**src/rtl/dtt_pkg.sv**
```systemverilog
package dtt_pkg;
  localparam int unsigned DEF_CNT_W   = 16;
  localparam int unsigned DEF_NUM_TMR = 2;
  localparam int unsigned DEF_PRE_DIV = 32;

  // bits needed to index n items, never less than one
  function automatic int unsigned idx_w(input int unsigned n);
    return (n > 1) ? $clog2(n) : 1;
  endfunction
endpackage

```
**src/rtl/dtt_prescaler.sv**
```systemverilog
module dtt_prescaler #(
  parameter int unsigned PRE_DIV = 32,
  parameter int unsigned PRE_W   = 6
) (
  input  logic             clk,
  input  logic             rst_n,
  output logic             tick,
  output logic [PRE_W-1:0] pre_val
);
  localparam logic [PRE_W-1:0] PRE_LD = PRE_W'(PRE_DIV);

  logic [PRE_W-1:0] pre_q, pre_d;

  always_comb begin
    tick  = (pre_q == '0);
    pre_d = tick ? PRE_LD : pre_q - 1'b1;
  end

  always_ff @(posedge clk or negedge rst_n) begin
    if (!rst_n) pre_q <= PRE_LD;
    else        pre_q <= pre_d;
  end

  assign pre_val = pre_q;
endmodule

```
**src/rtl/dtt_counter.sv**
```systemverilog
module dtt_counter #(
  parameter int unsigned CNT_W = 16
) (
  input  logic             clk,
  input  logic             rst_n,
  input  logic             tick,
  input  logic             ld_en,
  input  logic [CNT_W-1:0] ld_val,
  output logic [CNT_W-1:0] cnt,
  output logic             irq
);
  logic [CNT_W-1:0] rld_q, rld_d;
  logic [CNT_W-1:0] cnt_q, cnt_d;
  logic             irq_q, irq_d;
  logic             at_zero;

  always_comb begin
    at_zero = (cnt_q == '0);
    rld_d   = ld_en ? ld_val : rld_q;
    cnt_d   = cnt_q;
    irq_d   = 1'b0;
    if (tick) begin
      if (at_zero) begin
        cnt_d = rld_q;
        irq_d = 1'b1;
      end else begin
        cnt_d = cnt_q - 1'b1;
      end
    end
  end

  always_ff @(posedge clk or negedge rst_n) begin
    if (!rst_n) begin
      rld_q <= '1;
      cnt_q <= '1;
      irq_q <= 1'b0;
    end else begin
      rld_q <= rld_d;
      cnt_q <= cnt_d;
      irq_q <= irq_d;
    end
  end

  assign cnt = cnt_q;
  assign irq = irq_q;
endmodule

```
**src/rtl/dual_tick_timer.sv**
```systemverilog
module dual_tick_timer
  import dtt_pkg::*;
#(
  parameter int unsigned CNT_W   = DEF_CNT_W,
  parameter int unsigned NUM_TMR = DEF_NUM_TMR,
  parameter int unsigned PRE_DIV = DEF_PRE_DIV,
  parameter int unsigned IDX_W   = idx_w(NUM_TMR)
) (
  input  logic               clk,
  input  logic               rst_n,
  input  logic               wr_en,
  input  logic [IDX_W-1:0]   wr_idx,
  input  logic [CNT_W-1:0]   wr_data,
  input  logic [IDX_W-1:0]   rd_idx,
  output logic [CNT_W-1:0]   rd_data,
  output logic [NUM_TMR-1:0] irq
);
  localparam int unsigned PRE_W = idx_w(PRE_DIV + 1);

  logic rst_meta, rst_ns;
  logic tick;
  logic [PRE_W-1:0] pre_val;
  logic [NUM_TMR-1:0][CNT_W-1:0] cnt_all;
  logic [NUM_TMR-1:0] ld_en;

  // reset asserts at once, releases on the second clock edge
  always_ff @(posedge clk or negedge rst_n) begin
    if (!rst_n) begin
      rst_meta <= 1'b0;
      rst_ns   <= 1'b0;
    end else begin
      rst_meta <= 1'b1;
      rst_ns   <= rst_meta;
    end
  end

  dtt_prescaler #(.PRE_DIV(PRE_DIV), .PRE_W(PRE_W)) u_pre (
    .clk(clk), .rst_n(rst_ns), .tick(tick), .pre_val(pre_val)
  );

  for (genvar g = 0; g < NUM_TMR; g++) begin : g_tmr
    always_comb ld_en[g] = wr_en && (wr_idx == IDX_W'(g));

    dtt_counter #(.CNT_W(CNT_W)) u_cnt (
      .clk(clk), .rst_n(rst_ns), .tick(tick),
      .ld_en(ld_en[g]), .ld_val(wr_data),
      .cnt(cnt_all[g]), .irq(irq[g])
    );
  end

  always_comb rd_data = cnt_all[rd_idx];
endmodule

```
**config.mk**
```make
export PLATFORM = sky130hd
export DESIGN_NAME = dual_tick_timer
export DESIGN_NICKNAME = d
export VERILOG_FILES = /design/src/rtl/dtt_pkg.sv /design/src/rtl/dtt_prescaler.sv /design/src/rtl/dtt_counter.sv /design/src/rtl/dual_tick_timer.sv
export SDC_FILE = /design/constraint.sdc
export NUM_CORES = 1
export LEC_CHECK = 0
export ABC_CLOCK_PERIOD_IN_PS = 3400
export BUFFER_PORTS_ARGS = -buffer_cell sky130_fd_sc_hd__buf_2
export CAP_MARGIN = 0
export CORE_MARGIN = 3
export CORE_UTILIZATION = 61
export DETAILED_ROUTE_END_ITERATION = 7
export PLACE_DENSITY = 0.8
export SLEW_MARGIN = 10
export SYNTH_ARGS = -nofsm -noshare
export SYNTH_HDL_FRONTEND = slang
export SYNTH_SLANG_ARGS = --single-unit
```
**constraint.sdc**
```tcl
create_clock -name clk -period 3.4 [get_ports clk]
set_clock_uncertainty 0.05 [all_clocks]
set_input_delay 0.17 -clock clk [delete_from_list [all_inputs] [get_ports clk]]
set_output_delay 0.17 -clock clk [all_outputs]
set_load 0.02 [all_outputs]
```
## Yosys cells after proc, flatten, opt, wreduce, memory -nomap -nowiden

Cells that the tools add are included.

| storage, ports and cells | value |
|---|---|
| logic and storage cells | 28 |
| output and inout bits | 18 |
| bits in registers | 74 |

| operators by class | value |
|---|---|
| $add $sub $neg | 3 |
| bitwise logic cells | 1 |
| mux-type cells | 9 |
| magnitude comparators | 1 |
| reduce and logical (&&, ||, !) cells | 5 |

Operators by type and width:

| cell | number |
|---|---|
| two-way mux 16 bit | 4 |
| logical NOT 16 bit | 2 |
| subtractor 16 x 1 -> 16 bit (second input constant) | 2 |
| logical NOT 6 bit | 1 |
| two-way mux 6 bit | 1 |
| subtractor 6 x 1 -> 6 bit (second input constant) | 1 |
| two-way mux 1 bit | 4 |
| logical AND 1 bit | 2 |
| < comparator 1 x 2 -> 1 bit (second input constant) | 1 |
| inverter 1 bit | 1 |

## Depth between registers and ports, before layout

| depth | value |
|---|---|
| word-level depth | 3 |
| depth in mapped cells | 8 |

## Modules after synthesis

From an unflattened synthesis, not the netlist that was laid out.

| second synthesis, totals | value |
|---|---|
| cell total of the unflattened synthesis | 362 |
| area total of the unflattened synthesis | 3965.1 sq um |

Modules (own cells, without submodules):

| module | cells each | seq. area each (sq um) | times used | area an instance (sq um) |
|---|---|---|---|---|
| dtt_counter | 156 | 865.8 | 2 | 1675.4 |
| dual_tick_timer | 23 | 50.0 | 1 | 315.3 |
| dtt_prescaler | 27 | 151.4 | 1 | 299.0 |

## Worst setup path after synthesis

No wires, ideal clock.

| path | value |
|---|---|
| path kind | register to register |
| from | register g_tmr[1].u_cnt.cnt_q[0] |
| to | register g_tmr[1].u_cnt.cnt_q[11] |
| required time | 3.252 ns |
| data arrival time | 1.885 ns |
| buffers on the path | 1 |
| cell stages (with the launch flop) | 8 |
| setup slack | 1.367 ns |
| path through | dfstp_2 > inv_1 > ha_1 > or4b_1 > buf_2 > nor3_4 > or4_1 > o311ai_1 |

| on the way | value |
|---|---|
| longest elaborated chain between the ends | 2 |

RTL lines:

| element | line | RTL |
|---|---|---|
| from (decl) | dtt_counter.sv:13 | `logic [CNT_W-1:0] cnt_q, cnt_d;` |
| from (signal assigned) | dtt_counter.sv:39 | `cnt_q <= cnt_d;` |
| subtractor 16 x 1 -> 16 bit / logical NOT 16 bit (equally long branches) | dtt_counter.sv:27, dtt_counter.sv:18 |  |
| two-way mux 16 bit * | dtt_counter.sv:23 | `if (at_zero) begin` |

Mark *: on every way between the ends. The rest lies on a longest branch, timed or not.
A chain may end at the register's enable or synchronous reset.

## Worst setup path in the final report

| path | value |
|---|---|
| from | register g_tmr[0].u_cnt.cnt_q[0] |
| to | register g_tmr[0].u_cnt.cnt_q[9] |

| on the way | value |
|---|---|
| longest elaborated chain between the ends | 2 |

RTL lines:

| element | line |
|---|---|
| from (decl) | dtt_counter.sv:13 |
| from (signal assigned) | dtt_counter.sv:39 |
| subtractor 16 x 1 -> 16 bit / logical NOT 16 bit (equally long branches) | dtt_counter.sv:27, dtt_counter.sv:18 |
| two-way mux 16 bit * | dtt_counter.sv:23 |

Marks and branches as above.

==> impl_metrics.env <==
export IMPL_status="finished clean"
export IMPL_wire_per_inst_um=19.7
export IMPL_cts_setup_buffers=0
export IMPL_drt_initial_drc_count=248
export IMPL_routed_via_density=6.45
export IMPL_vias=3115
export IMPL_synthTopCellsByCount="dfstp_2 (65), mux2_2 (41), nand2_1 (27)"
export IMPL_report_final_slew_viol_count=0
export IMPL_die_h_um=87.4
export IMPL_grt_pass1_wl_mm=15.9
export IMPL_overflow=0
export IMPL_setup_viol_count_final=0
export IMPL_grt_pass1_vias=3082
export IMPL_p_leak_nw=1.83
export IMPL_vdd_drop_max_mv=0.357
export IMPL_nets=427
export IMPL_hold_viol=0
export IMPL_fin_crit_sh=0.699
export IMPL_critPathArrivalTime_ns=2.59
export IMPL_yosysWarnings=0
export IMPL_gp_congestion=0.894
export IMPL_antenna_found_initial=0
export IMPL_synthesis_nets=391
export IMPL_drive_above_1_share=0.451
export IMPL_dp_hpwl_mm=6.81
export IMPL_clock_sinks=74
export IMPL_hp_class="in -> reg"
export IMPL_syn_to_final_growth_pct=12.4
export IMPL_netlist_instances=365
export IMPL_synth_top_area_frac=0.423
export IMPL_end_kind="flip-flop"
export IMPL_period_minus_slack_ns=2.38
export IMPL_worst_pin_slew_ns=0.802
export IMPL_cp_required_ns=3.62
export IMPL_die_x_um=87.4
export IMPL_htree_levels=3
export IMPL_cts_inserted_buffers=9
export IMPL_grt_usage=0.279
export IMPL_rsz0062_at_grt="false"
export IMPL_synth_edf_count=0
export IMPL_total_power_mw=1.97
export IMPL_cts_tree="yes"
export IMPL_synth_area_um2=4040
export IMPL_synth_area_leaders="dfstp_2 (42%), mux2_2 (11%), dfrtp_1 (5.6%)"
export IMPL_antennaDiodeCount=0
export IMPL_crit_type="reg -> reg"
export IMPL_holdPathStages=2
export IMPL_yosysMostFrequentCell="dfstp_2"
export IMPL_slew_headroom=0.464
export IMPL_cts_root_buffer="clkbuf_8"
export IMPL_min_to="g_tmr[0].u_cnt.rld_q[7]$_DFFE_PN1P_"
export IMPL_r2r_slack_ns=1.02
export IMPL_dr_pass1_iters=5
export IMPL_ys_ff_latch=74
export IMPL_row_count=29
export IMPL_yosysSeqAreaShare=0.479
export IMPL_clkTransAtPathRegs_ns=0.08
export IMPL_fin_tns_setup_ns=0
export IMPL_drc_errors=0
export IMPL_fp_coreArea_um2=6390
export IMPL_hold_start="wr_data[7]"
export IMPL_r2r_start="g_tmr[0].u_cnt.cnt[0]$_DFFE_PN1P_"
export IMPL_fmax_mhz=421
export IMPL_insertion_delay_ns=0.36
export IMPL_cts_buffer_depth=2
export IMPL_port_buffers=38
export IMPL_maxCapViolCount=0
export IMPL_synthFlopType="dfstp_2"
export IMPL_synthArstFlopShare=1.00
export IMPL_post_cts_resize_count=0
export IMPL_worstSetupStartpointType="flip-flop"
export IMPL_r2r_end="g_tmr[0].u_cnt.cnt[9]$_DFFE_PN1P_"
export IMPL_synth_top_area_cell="dfstp_2"
export IMPL_r2r_cells=6
export IMPL_pwr_density_cell_nw_per_um2=434
export IMPL_detail_route_antenna_nets=0
export IMPL_routed_wl_mm=9.51
export IMPL_synth_cell_types=59
export IMPL_hold_buffers=4
export IMPL_syn_avg_cell_area_um2=11.1
export IMPL_cp_max_fo=18
export IMPL_grt_max_degree=38
export IMPL_boundaryPins=39
export IMPL_start_util=0.632
export IMPL_die_area_um2=7630
[cell type report]
type	instances	area [µm²]
multi-input combinational	252	1920
clock buffer	12	165
tap	77	96.3
timing repair buffer	47	283
clock inverter	4	72.6
fill	486	1850
inverter	17	63.8
sequential	74	1930
[how the worst max path moves through the flow]
stage,endpoint,startpoint
after floorplan,g_tmr[0].u_cnt.irq$_DFF_PN0_,rst_ns$_DFF_PN0_
after global placement,g_tmr[0].u_cnt.cnt[9]$_DFFE_PN1P_,g_tmr[0].u_cnt.cnt[0]$_DFFE_PN1P_
after detailed placement,g_tmr[0].u_cnt.cnt[9]$_DFFE_PN1P_,g_tmr[0].u_cnt.cnt[0]$_DFFE_PN1P_
after CTS,g_tmr[0].u_cnt.cnt[9]$_DFFE_PN1P_,g_tmr[0].u_cnt.cnt[0]$_DFFE_PN1P_
after global routing,g_tmr[1].u_cnt.cnt[13]$_DFFE_PN1P_,u_pre.pre_val[0]$_DFF_PN0_
final,g_tmr[0].u_cnt.cnt[9]$_DFFE_PN1P_,g_tmr[0].u_cnt.cnt[0]$_DFFE_PN1P_
[cells in the final DEF, fill, tap and decap left out, types with 6 or more instances in the layout]
cell,Yosys,final
o21ai_0,20,20
o41ai_1,7,7
nand3_1,9,9
or3_1,6,6
mux2_2,41,41
o21ai_1,13,13
clkbuf_8,0,12
nor2_1,17,17
mux2i_1,13,13
nand2_1,27,27
inv_1,17,17
buf_2,3,38
dfstp_2,65,65
dfrtp_1,9,8
nor3_1,8,8
[flip-flops by register name, summed over array words and instances, names as in the netlist]
signal	flops
g_tmr.u_cnt.cnt	32
g_tmr.u_cnt.rld_q	32
u_pre.pre_val	6
g_tmr.u_cnt.irq	2
rst_meta	1
rst_ns	1
[logic make-up after synthesis]
kind of cell | synth area share
buffers and inverters | 0.0446
AND/OR/NAND/NOR | 0.159
XOR/XNOR | 0.00217
AO/OA/AOI/OAI | 0.152
multiplexers | 0.147
adder cells (fa/ha/maj) | 0.0155
other | 0.000929
flip-flops | 0.479
[metal layers]
metal  routed length (µm)  share of wire  GRT usage  vias to the layer above
li1                     -              -          -                     1434
met1                 4160           0.44      0.371                     1551
met2                 4560           0.48      0.438                      116
met3                  593          0.062     0.0785                       14
met4                  194          0.020     0.0921                        0
met5                    0              0          0                        -
[report_power, final]
part | internal (mW) | switching, mW
Sequential | 0.984 | 0.0519
Combinational | 0.0745 | 0.0601
Clock | 0.472 | 0.327
[worst max-delay path, stage by stage (launching register included)]
cell and delay, ns:
dfstp_2 0.38, inv_1 0.13, ha_1 0.19, nor4b_1 0.55, nand4_4 0.40, a2111oi_2 0.47
o22ai_1 0.13
[metrics by stage]
step,std cells,utilization,setup WS (ns),area [µm²],hold slack [ns]
finish,483,0.711,1.02,4540,0.0125
global route,483,0.711,0.888,4540,0.00115
CTS,482,0.709,1.07,4530,0.00188
detailed placement,462,0.666,1.09,4250,-0.0866
global placement,462,0.666,1.22,4250,-0.0953
floorplan,365,-,1.25,4040,-0.176
Note: power is estimated with default switching activity, not from simulation.
